==> config.mk <==
export PLATFORM = sky130hd
export DESIGN_NAME = rd_strobe_trainer
export DESIGN_NICKNAME = d
export VERILOG_FILES = /design/src/rtl/rd_strobe_trainer.sv
export SDC_FILE = /design/constraint.sdc
export NUM_CORES = 1
export LEC_CHECK = 0
export BUFFER_PORTS_ARGS = -buffer_cell sky130_fd_sc_hd__buf_2
export CAP_MARGIN = 20
export CELL_PAD_IN_SITES_DETAIL_PLACEMENT = 0
export CELL_PAD_IN_SITES_GLOBAL_PLACEMENT = 1
export CORE_UTILIZATION = 49
export CTS_CLUSTER_DIAMETER = 40
export CTS_CLUSTER_SIZE = 14
export DETAILED_ROUTE_END_ITERATION = 8
export PLACE_DENSITY_LB_ADDON = 0.1
export RECOVER_POWER = 100
export SYNTH_ARGS = -nofsm -noshare
export SYNTH_HDL_FRONTEND = slang
export SYNTH_SLANG_ARGS = --single-unit
==> constraint.sdc <==
create_clock -name clk -period 11.4 [get_ports clk]
set_clock_uncertainty 0.2 [all_clocks]
set_input_delay 0.57 -clock clk [delete_from_list [all_inputs] [get_ports clk]]
set_output_delay 0.57 -clock clk [all_outputs]
set_load 0.02 [all_outputs]
==> src/rtl/rd_strobe_trainer.sv <==
module rd_strobe_trainer #(
  parameter int NBITS = 4,
  parameter int MAX_TAP = 63,
  parameter int SETTLE = 3,
  parameter logic [3:0] PATTERN = 4'b1011
) (
  input  logic               clk,
  input  logic               rst_n,
  input  logic               init_done,
  input  logic               cal_start,
  output logic               wr_req,
  input  logic               wr_ack,
  output logic               rd_req,
  input  logic               rd_valid,
  input  logic [4*NBITS-1:0] rd_q,
  output logic               dqs_inc,
  output logic               dqs_dec,
  output logic               dqs_rst,
  output logic [NBITS-1:0]   dq_inc,
  output logic [NBITS-1:0]   dq_dec,
  output logic [NBITS-1:0]   dq_rst,
  output logic               done,
  output logic               error
);
  localparam int TW = $clog2(MAX_TAP + 1);
  localparam int WW = TW + 1;
  localparam int CW = $clog2(SETTLE + 2);
  localparam int BW = (NBITS > 1) ? $clog2(NBITS) : 1;

  typedef enum logic [3:0] {
    S_IDLE, S_WR, S_WAIT, S_FB, S_DQS_DEC, S_BIT_RST, S_DQ_DEC, S_DONE, S_ERR
  } st_t;
  typedef enum logic [1:0] {P_SWEEP, P_WIN, P_BIT} ph_t;

  st_t st;
  ph_t ph;
  logic          fb, found;
  logic [TW-1:0] dqs_tap, dq_tap, first, last;
  logic [WW-1:0] win, dcnt;
  logic [BW-1:0] bi;
  logic [CW-1:0] cnt;

  logic [BW-1:0] bsel;
  logic [3:0]    smp;
  logic          hit, at_max, dq_max;
  logic [TW-1:0] firstv, lastv;
  logic [WW-1:0] sumv;
  logic [TW-1:0] midv;

  assign bsel   = (ph == P_BIT) ? bi : '0;
  assign smp    = rd_q[4*bsel +: 4];
  assign hit    = (smp == PATTERN);
  assign at_max = (dqs_tap == TW'(MAX_TAP));
  assign dq_max = (dq_tap == TW'(MAX_TAP));
  assign firstv = (hit && !found) ? dq_tap : first;
  assign lastv  = hit ? dq_tap : last;
  assign sumv   = {1'b0, firstv} + {1'b0, lastv};
  assign midv   = sumv[WW-1:1];

  assign wr_req = (st == S_WR);
  assign rd_req = (st == S_WAIT) || (st == S_FB) || (st == S_DQS_DEC) ||
                  (st == S_BIT_RST) || (st == S_DQ_DEC);
  assign done   = (st == S_DONE);
  assign error  = (st == S_ERR);

  always_ff @(posedge clk) begin
    if (!rst_n) begin
      st <= S_IDLE;
      ph <= P_SWEEP;
      fb <= 1'b0;
      found <= 1'b0;
      dqs_tap <= '0;
      dq_tap <= '0;
      first <= '0;
      last <= '0;
      win <= '0;
      dcnt <= '0;
      bi <= '0;
      cnt <= '0;
      dqs_inc <= 1'b0;
      dqs_dec <= 1'b0;
      dqs_rst <= 1'b0;
      dq_inc <= '0;
      dq_dec <= '0;
      dq_rst <= '0;
    end else begin
      dqs_inc <= 1'b0;
      dqs_dec <= 1'b0;
      dqs_rst <= 1'b0;
      dq_inc <= '0;
      dq_dec <= '0;
      dq_rst <= '0;
      case (st)
        S_IDLE: if (init_done) begin
          dqs_rst <= 1'b1;
          dq_rst <= '1;
          dqs_tap <= '0;
          dq_tap <= '0;
          fb <= 1'b0;
          st <= S_WR;
        end
        S_WR: if (wr_ack) begin
          ph <= P_SWEEP;
          cnt <= CW'(SETTLE);
          st <= S_WAIT;
        end
        S_WAIT: begin
          if (cnt != '0) cnt <= cnt - 1'b1;
          else if (rd_valid) begin
            case (ph)
              P_SWEEP: begin
                if (hit) begin
                  win <= WW'(1);
                  if (at_max) begin
                    dcnt <= '0;
                    st <= S_DQS_DEC;
                  end else begin
                    dqs_inc <= 1'b1;
                    dqs_tap <= dqs_tap + 1'b1;
                    ph <= P_WIN;
                    cnt <= CW'(SETTLE);
                  end
                end else if (at_max) begin
                  if (fb) st <= S_ERR;
                  else begin
                    dqs_rst <= 1'b1;
                    dq_rst <= '1;
                    dqs_tap <= '0;
                    dq_tap <= '0;
                    fb <= 1'b1;
                    st <= S_FB;
                  end
                end else begin
                  dqs_inc <= 1'b1;
                  dq_inc <= '1;
                  dqs_tap <= dqs_tap + 1'b1;
                  dq_tap <= dq_tap + 1'b1;
                  cnt <= CW'(SETTLE);
                end
              end
              P_WIN: begin
                if (hit) begin
                  win <= win + 1'b1;
                  if (at_max) begin
                    dcnt <= (win + 1'b1) >> 1;
                    st <= S_DQS_DEC;
                  end else begin
                    dqs_inc <= 1'b1;
                    dqs_tap <= dqs_tap + 1'b1;
                    cnt <= CW'(SETTLE);
                  end
                end else begin
                  dcnt <= win >> 1;
                  st <= S_DQS_DEC;
                end
              end
              default: begin
                if (hit && !dq_max) begin
                  if (!found) first <= dq_tap;
                  found <= 1'b1;
                  last <= dq_tap;
                  dq_inc[bi] <= 1'b1;
                  dq_tap <= dq_tap + 1'b1;
                  cnt <= CW'(SETTLE);
                end else if (!hit && !found && !dq_max) begin
                  dq_inc[bi] <= 1'b1;
                  dq_tap <= dq_tap + 1'b1;
                  cnt <= CW'(SETTLE);
                end else if (!hit && !found) begin
                  st <= S_ERR;
                end else begin
                  dcnt <= {1'b0, dq_tap} - {1'b0, midv};
                  st <= S_DQ_DEC;
                end
              end
            endcase
          end
        end
        S_FB: begin
          dqs_inc <= 1'b1;
          dqs_tap <= TW'(1);
          cnt <= CW'(SETTLE);
          st <= S_WAIT;
        end
        S_DQS_DEC: begin
          if (dcnt == '0) begin
            bi <= '0;
            st <= S_BIT_RST;
          end else begin
            dqs_dec <= 1'b1;
            dqs_tap <= dqs_tap - 1'b1;
            dcnt <= dcnt - 1'b1;
          end
        end
        S_BIT_RST: begin
          dq_rst[bi] <= 1'b1;
          dq_tap <= '0;
          found <= 1'b0;
          ph <= P_BIT;
          cnt <= CW'(SETTLE);
          st <= S_WAIT;
        end
        S_DQ_DEC: begin
          if (dcnt == '0) begin
            if (bi == BW'(NBITS - 1)) st <= S_DONE;
            else begin
              bi <= bi + 1'b1;
              st <= S_BIT_RST;
            end
          end else begin
            dq_dec[bi] <= 1'b1;
            dcnt <= dcnt - 1'b1;
          end
        end
        S_DONE, S_ERR: if (cal_start) st <= S_IDLE;
        default: st <= S_IDLE;
      endcase
    end
  end
endmodule

# == Yosys cells after proc, flatten, opt, wreduce, memory -nomap -nowiden ==
# Cells that the tools add are included.
# word_totals
reg_bits,66
latch_bits,0
mem_bits_rw,0
romBits,0
input_bits,22
elab_cells,248
mem_count,0
# op_classes
add_sub_neg,9
n_mul,0
div_mod_pow,0
order_cmp,2
n_eq_ne,50
n_shift,1
mux,117
bitwise,7
n_reduce_logical,44
# op_table
operator,n
4-bit two-way mux,26
6-bit two-way mux,17
7-bit two-way mux,12
7-bit one-hot mux with 2 select lines,3
"2-bit inequality test, second input constant",15
4-bit one-hot mux with 7 select lines,1
6-bit one-hot mux with 2 select lines,2
6-bit one-hot mux with 4 select lines,1
1-bit two-way mux,23
2-bit two-way mux,11
3-bit two-way mux,7
10-bit AND reduction,2
6-bit one-hot mux with 3 select lines,1
"4-bit by 3-bit == test with 1-bit output, second input constant",4
"4-bit inequality test, second input constant",4
4-bit one-hot mux with 2 select lines,2
8-bit AND reduction,2
16-bit by 5-bit indexed part select with 4-bit output,1
5-bit AND reduction,3
7-bit AND reduction,2
"6-bit by 1-bit adder with 6-bit output, second input constant",2
"6-bit == test, second input constant",2
"3-bit inequality test, second input constant",4
"4-bit by 2-bit inequality test with 1-bit output, second input constant",3
other kinds (43),80

# == Logic depth before layout (Yosys ltp) ==
# Gate-level depths: netlist (run 1).
# logic_depth
word_depth,15
ltp_mapped,19
depth_no_buf,17

# == Worst setup path after synthesis (run 1) ==
# No wires, ideal clock.
# synth_path
kind,input -> register
startpoint,in rd_q[2]
endpoint,reg dcnt[5]
setup_time_ns,0.126
arrival_ns,4.321
required_ns,11.074
setup_slack_ns,6.754
cell_stages,18
cell_sequence,and4b_1 -> buf_2 -> o21a_1 -> nor3_2 -> buf_2 -> nor2_1 -> mux2_2 -> ha_1 -> and3_1 -> a2111oi_0 -> o311a_1 -> ha_1 -> o21a_1 -> o31a_1 -> o22ai_1 -> xnor2_1 -> a311oi_1 -> o22ai_1
# synth_via
elab_chain_len,13
elab_cells_between_ends,25
cone_classes,add/sub: 2; eq/ne: 6; shift: 1; mux: 10; reduce/logical: 6
# synth_rtl
item,line,text
start: declaration,15,"input logic [4*NBITS-1:0] rd_q,"
16-bit by 5-bit indexed part select with 4-bit output (*),51,assign smp = rd_q[4*bsel +: 4];
4-bit == test (*),52,assign hit = (smp == PATTERN);
1-bit logical AND,55,assign firstv = (hit && !found) ? dq_tap : first;
6-bit two-way mux,55,
6-bit by 6-bit adder with 7-bit output,57,"assign sumv = {1'b0, firstv} + {1'b0, lastv};"
6-bit by 6-bit subtractor with 7-bit output,172,"dcnt <= {1'b0, dq_tap} - {1'b0, midv};"
7-bit two-way mux,169,end else if (!hit && !found) begin
7-bit two-way mux,165,end else if (!hit && !found && !dq_max) begin
7-bit two-way mux,158,if (hit && !dq_max) begin
7-bit one-hot mux with 2 select lines,110,case (ph)
7-bit two-way mux,109,else if (rd_valid) begin
7-bit two-way mux,108,if (cnt != '0) cnt <= cnt - 1'b1;
7-bit one-hot mux with 2 select lines,93,case (st)
end signal: assignment,145,dcnt <= (win + 1'b1) >> 1;
end signal: assignment,153,dcnt <= win >> 1;
end signal: assignment,172,
end: declaration,39,"logic [WW-1:0] win, dcnt;"
# Every way passes the cells marked *; elsewhere a longest branch is shown, timed or not. The select of a mux whose other input is x is not followed.
# A chain may end at the register's enable or synchronous reset.

# == Worst setup path in the final report (run 1) ==
# layout_path
startpoint,reg ph[1]
endpoint,reg dcnt[5]
# layout_via
elab_chain_len,15
elab_cells_between_ends,30
cone_classes,add/sub: 2; eq/ne: 9; shift: 1; mux: 11; reduce/logical: 7
# layout_rtl
item,line,text
start: declaration,36,ph_t ph;
start signal: assignment,69,ph <= P_SWEEP;
start signal: assignment,103,ph <= P_SWEEP;
start signal: assignment,120,ph <= P_WIN;
2-bit == test,50,assign bsel = (ph == P_BIT) ? bi : '0;
2-bit two-way mux,50,
16-bit by 5-bit indexed part select with 4-bit output,51,
4-bit == test,52,
1-bit logical AND,55,
6-bit two-way mux,55,
6-bit by 6-bit adder with 7-bit output,57,
6-bit by 6-bit subtractor with 7-bit output,172,
7-bit two-way mux,169,
7-bit two-way mux,165,
7-bit two-way mux,158,
7-bit one-hot mux with 2 select lines,110,
7-bit two-way mux,109,
7-bit two-way mux,108,
7-bit one-hot mux with 2 select lines,93,
# Parallel ways exist; a longest one is shown, timed or not. The select of a mux whose other input is x is not followed.

==> results of run 1 <==
==> power by group through the flow <==
stage | clock network (mW) | logic [mW] | registers [mW]
6_report | 0.252 | 0.225 | 0.275
5_1_grt | 0.265 | 0.249 | 0.278
4_1_cts | 0.256 | 0.226 | 0.275
3_5_place_dp | 0 | 0.224 | 0.280
3_3_place_gp | 0 | 0.223 | 0.279
2_1_floorplan | 0 | 0.168 | 0.278
==> worst max-delay path, cell delays in order, from the launching register on <==
cell       delay [ns]
dfxtp_1          0.81
nand2b_1         0.35
o21a_1           0.34
nor3_1           1.20
nor2_1           0.35
mux2_2           0.38
ha_1             0.39
and3_1           0.20
a2111oi_0        0.38
o311a_1          0.25
ha_1             0.27
o21a_1           0.21
o31a_1           0.11
o22ai_1          0.16
xnor2_1          0.09
a311oi_1         0.29
o22ai_1          0.13
==> flip-flops by register name, summed over array words and instances (netlist names), 2 cells and up <==
name	cells
dcnt	7
cnt	3
st	4
last	6
dq_dec	4
dqs_tap	6
bi	2
win	7
first	6
dq_rst	4
dq_tap	6
dq_inc	4
ph	2
==> kinds of logic after synthesis <==
group / after synthesis / share of synthesized area [%]
adder cells (fa/ha/maj): 26 / 7.16
multiplexers: 20 / 4.40
AND/OR/NAND/NOR: 255 / 29.3
AO/OA/AOI/OAI: 171 / 25.2
XOR/XNOR: 8 / 1.47
buffers and inverters: 55 / 4.66
flip-flops: 66 / 27.8
==> worst paths after layout <==
path / slack (ns) / depth (start not counted) / end / start
setup / recovery: 5.17 / 16 / dcnt[5]$_SDFFE_PN0P_ / ph[1]$_SDFFE_PN0P_
hold / removal: 0.28 / 2 / dcnt[0]$_SDFFE_PN0P_ / dcnt[0]$_SDFFE_PN0P_
hold reg to reg: 0.28 / 2 / dcnt[0]$_SDFFE_PN0P_ / dcnt[0]$_SDFFE_PN0P_
setup reg to reg: 5.17 / 16 / dcnt[5]$_SDFFE_PN0P_ / ph[1]$_SDFFE_PN0P_
==> Yosys cell counts, types with 6 or more instances <==
cell | instances | area [um^2]
nor2_1 | 42 | 158
o21a_1 | 6 | 45.0
nor3_1 | 23 | 115
dfxtp_1 | 66 | 1320
and2_1 | 7 | 43.8
nand3_1 | 23 | 115
and3_1 | 8 | 50.1
o21bai_1 | 6 | 45.0
o22ai_1 | 8 | 50.1
nor2b_1 | 22 | 138
a31oi_1 | 12 | 75.1
nand2b_1 | 9 | 56.3
ha_1 | 24 | 300
or3_1 | 8 | 50.1
inv_1 | 20 | 75.1
a21oi_1 | 37 | 185
clkbuf_1 | 18 | 67.6
nand2_1 | 69 | 259
mux2i_1 | 13 | 130
o21ai_0 | 28 | 140
xnor2_1 | 7 | 61.3
mux2_2 | 7 | 78.8
nand4b_1 | 7 | 61.3
buf_2 | 11 | 55.1
==> metal layers <==
metal	global-route usage, %	vias to the layer above	part of all wire [%]
met4	9.48	0	1.8
met3	4.37	20	4.9
li1	-	2263	-
met1	35.3	2214	46
met5	0	-	0
met2	45.2	137	47
==> stage by stage <==
| stage | std cells | setup WS, ns |
|---|---|---|
| floorplan | 601 | 6.75 |
| global placement | 741 | 6.08 |
| detailed placement | 741 | 5.87 |
| CTS | 757 | 5.83 |
| global route | 757 | 4.72 |
| finish | 757 | 5.17 |
==> area by class of cell <==
cell class              instances  area (um^2)
fillers                       935         4150
inverters                      20         75.1
clock buffers                   9          124
repair buffers                 46          214
flip-flops and latches         66         1320
well taps                     129          161
multi-input cells             480         3160
clock inverters                 7          125
==> summary.md, run 1 <==
| Metric | Value |
|---|---|
| Int Power | 0.479 mW |
| Psw | 0.273 mW |
| Clock sink count | 66 |
| Slew HR | -22.2% |
| Clock latency on the worst-skew pair | 0.36 ns |
| Max cap viols | 3 |
| Tot GR Track Use | 27.0% |
| Layout area overhead | 8.92% |
| Hold WS | 0.278 ns |
| Via density | 6.12 |
| CP Launch Type | flip-flop |
| Synth Instances | 601 |
| Drc violations | 0 |
| Fin util | 55.5% |
| Syn_nets | 649 |
| Effective utilization at floorplan | 51.0% |
| Core Area | 9330 um^2 |
| Clock share of power | 33.5% |
| Chip width | 100 um |
| Peak supply drop | 0.0811 mV |
| TritonCTS clock tree | done |
| Via count | 4,634 |
| Final Power | 0.752 mW |
| Initial antenna violation count | 0 |
| Commonest non-fill, non-tap cell in the layout | nand2_1 |
| CTS Buf Count | 9 |
| DRT Pass-1 Iters | 5 |
| Placer Congestion | 0.858 |
| FF+latch count, synth | 66 |
| Worst min path class | reg -> reg |
| Leakage power | 1.92 nW |
| Maximum clock path buffer count | 2 |
| Min Tclk post-route | 6.23 ns |
| Rows | 35 |
| Hold Fails Final Rpt | 0 |
| ANT cells | 0 |
| Global-route wire length before repair | 21.4 mm |
| Synth Flop Type | dfxtp_1 |
| Share of cells above drive strength 1 | 9.71% |
| Initial drt markers | 213 |
| Worst Tran Pin Value | 1.81 ns |
| Critical Path AT | 6.27 ns |
| Syn Area/Cell | 7.91 um^2 |
| Crit end category | flip-flop |
| CTS clk-pin slew, worst paths | 0.09 ns |
| Sequential fraction of the synthesis area | 27.8% |
| Comb pwr share | 29.9% |
| CP required | 11.44 ns |
| Pwr per Cell Area | 145 nW/um^2 |
| Worst Path Class, Setup | reg -> reg |
| Synthesized area | 4750 um^2 |
| Sw frac | 36.3% |
| Setup TNS Final | 0 ns |
| Die Y | 100 um |
| Post-route cell area | 5180 um^2 |
| Post-cts resize count | 0 |
| Die ar. | 10,100 um^2 |
| RSZ-0062 raised after global routing | false |
| EDFF count, synth | 0 |
| Antenna Nets Post-Route | 0 |
| Violated checks | max-capacitance violations, max-slew violations |
| Final net count | 671 |
| Routed WL per cell | 17.3 um |
| Number of hold buffers added after CTS | 0 |
| Final WL | 13.1 mm |
| Port bufs | 40 |
| DP Wirelength | 9.18 mm |
| H-tree Lvls | 3 |
| Most frequent cells in the layout | nand2_1 (69), dfxtp_1 (66), nor2_1 (43) |
| Seq pwr share | 36.6% |
| Final worst-path cycle share | 54.6% |
| Clock Root Buffer | clkbuf_8 |
| # IOs | 41 |
| Post-CTS Setup Inserts | 0 |
| Ys async rst share | 0% |
| Placed instance area | 5020 um^2 |
| Setup-failing EPs final | 0 |
| Slew Limit Fails | 18 |
| Status | finished with violations |
| Synth unique cells | 79 |
| Highest Clock Rate | 161 MHz |
| CP max FO | 22 |
| Ys Warns | 0 |
| Largest net degree at the start of global routing | 64 |
| Vias in the first global route | 4,379 |
| Aggregate global routing overflow | 0 |
No activity file was read; power rests on OpenSTA's default activity.
==> run 2: changes to the inputs <==
Settings changed: ABC_AREA from default to 1, CORE_UTILIZATION 49 to 39.
Clock period 11.4 ns to 5.3 ns, I/O delays scaled along.
==> summary.md, run 2 <==
| Metric | Value |
|---|---|
| Int Power | 1.10 mW |
| Core Area | 11,600 um^2 |
| Syn_nets | 774 |
| Synth unique cells | 43 |
| Clock Root Buffer | clkbuf_16 |
| Initial antenna violation count | 0 |
| Layout area overhead | 9.02% |
| Max cap viols | 1 |
| Most common cell in the synthesized netlist | nand2_1 |
| Worst Path Class, Setup | reg -> reg |
| Most frequent cells in the layout | nand2_1 (171), inv_1 (91), nor2_1 (82) |
| Worst-path cell chain | inv_1 > nor2_1 > nand4_1 > nand2_1 > nand2_4 > nand2_4 > inv_2 > nor2_1 > o21ai_0 > fa_1 > ha_1 > inv_1 > fa_1 > a21oi_1 > nor2_1 > o21ai_0 > nand3b_1 > nand3_1 > o21ai_0 > nand2_1 > nand2_1 > nor2_1 |
| Synth top area cells | dfxtp_1 (28%), nand2_1 (13%), inv_1 (6.9%) |
| Highest Clock Rate | 216 MHz |
| Top cells by count, synth | nand2_1 (166), inv_1 (87), nor2_1 (76), dfxtp_1 (66), a21oi_1 (55) |
| Crit end category | flip-flop |
| Vias in the first global route | 4,421 |
| FF+latch count, synth | 66 |
| Aggregate global routing overflow | 0 |
| CTS clk-pin slew, worst paths | 0.06 ns |
| # IOs | 41 |
| Ys Warns | 0 |
| CP bufs+invs | 3 |
| Slew Limit Fails | 22 |
| CP Launch Type | flip-flop |
| Die Y | 112 um |
| Worst min path class | in -> reg |
| Synth Flop Type | dfxtp_1 |
| Sw frac | 42.7% |
| CP max-delay cell | fa_1 |
| Effective utilization at floorplan | 40.7% |
| Largest regs | dcnt x7, win x7 |
| Largest net degree at the start of global routing | 37 |
| Clock latency on the worst-skew pair | 0.35 ns |
| Number of hold buffers added after CTS | 0 |
| Seq pwr share | 31.6% |
| Share of cells above drive strength 1 | 9.64% |
| Initial drt markers | 327 |
| Min Tclk post-route | 4.62 ns |
| Commonest non-fill, non-tap cell in the layout | nand2_1 |
| Clock share of power | 29.4% |
| Port bufs | 40 |
| Comb pwr share | 39.1% |
| Worst Tran Pin Value | 1.53 ns |
| CP max stage delay | 0.59 ns |
| Violated checks | design-rule violations, max-capacitance violations, max-slew violations |
| Setup TNS Final | 0 ns |
| Hold Fails Final Rpt | 0 |
| Post-synth top area share | 27.9% |
| Antenna Nets Post-Route | 0 |
| Final worst-path cycle share | 87.2% |
| Slew HR | -2.37% |
| Die ar. | 12,600 um^2 |
| Placer Congestion | 0.866 |
| Sequential fraction of the synthesis area | 27.9% |
| Psw | 0.818 mW |
| Global-route wire length before repair | 21.5 mm |
| Post-cts resize count | 0 |
| Via density | 5.17 |
| Setup-failing EPs final | 0 |
| TritonCTS clock tree | done |
| Ys async rst share | 0% |
| Final WL | 12.8 mm |
| Via count | 4,655 |
| Top cell type by total area after synthesis | dfxtp_1 |
| Rows | 39 |
| Cell mode on critical path | nor2_1 |
| Leakage power | 2.28 nW |
| Synthesized area | 4730 um^2 |
| Routed WL per cell | 14.2 um |
| Peak supply drop | 0.153 mV |
| Status | finished with violations |
| Critical path's top delay family | simple AND/OR/NAND/NOR gates |
| CP required | 5.38 ns |
| Pwr per Cell Area | 371 nW/um^2 |
| EDFF count, synth | 0 |
| Synth Instances | 726 |
| Syn Area/Cell | 6.52 um^2 |
| Fin util | 44.4% |
| R2r setup slk | 0.68 ns |
| Final net count | 800 |
| H-tree Lvls | 3 |
| DRT Pass-1 Iters | 8 |
| Post-CTS Setup Inserts | 0 |
| CP max FO | 28 |
| Drc violations | 5 |
| ANT cells | 0 |
| Tot GR Track Use | 21.8% |
| RSZ-0062 raised after global routing | false |
| Clock sink count | 66 |
| Maximum clock path buffer count | 2 |
| Chip width | 112 um |
| Critical Path AT | 4.70 ns |
| DP Wirelength | 9.30 mm |
| CTS Buf Count | 9 |
run 2: cell count changes after synthesis, sizes merged, moves of 19 or more:
cell   change
nand2    +110
inv       +82
nor2      +46
nand3     +27
nor2b     -22
o21ai     +22
a21oi     +19
nand4     +19
run 2: layout make-up:
type,count,area [um^2]
Multi-Input combinational cell,532,2820
Inverter,102,384
Clock inverter,5,30.0
Tap cell,143,179
Timing Repair Buffer,41,185
Fill cell,1285,6450
Clock buffer,11,243
Sequential cell,66,1320
run 2: tightest hold or removal path, stage by stage:
cell and delay, ns:
buf_2 0.28, nand2_1 0.14, nor2_1 0.03
run 2: path summary, 6_finish.rpt:
check	from	endpoint	cells after the start
max	bi[1]$_SDFFE_PN0P_	dcnt[4]$_SDFFE_PN0P_	22
min	rst_n	cnt[2]$_SDFFE_PN0P_	3
max reg2reg	bi[1]$_SDFFE_PN0P_	dcnt[4]$_SDFFE_PN0P_	22
min reg2reg	first[4]$_SDFFE_PN0P_	first[4]$_SDFFE_PN0P_	2
run 2: kinds of logic after synthesis:
| group | count (synthesis) | synth area share, % |
|---|---|---|
| buffers and inverters | 128 | 11.1 |
| xor gates and xnor gates | 13 | 2.41 |
| and+or+nand+nor | 356 | 35.1 |
| AOI/OAI and AO/OA | 137 | 16.4 |
| adders and majority gates | 26 | 7.19 |
| DFF | 66 | 27.9 |
run 2: power by group through the flow:
stage                     Clock, mW  Sequential (mW)  Combinational, mW
final                         0.562            0.605              0.748
after global routing          0.592            0.612              0.855
after CTS                     0.575            0.607              0.786
after detailed placement          0            0.618              0.782
after global placement            0            0.617              0.785
after floorplan                   0            0.616              0.580
run 2: routing by layer:
metal / wire length (um) / part of all wire, % / global-route usage [%]
met1: 6240 / 49 / 28.7
met2: 5730 / 45 / 34.6
met3: 632 / 4.9 / 4.32
met4: 204 / 1.6 / 9.42
met5: 0 / 0 / 0
run 2: metrics by stage:
stage               power (mW)  worst slack (ns)  instances  hold slack, ns  instance area [um^2]
global placement          1.40             0.829        884           0.247                  4980
detailed placement        1.40             0.675        884           0.248                  4980
global route              2.06             0.153        900           0.233                  5160
floorplan                 1.20              1.57        726           0.225                  4730
CTS                       1.97             0.651        900           0.198                  5250
finish                    1.91             0.679        900           0.214                  5160
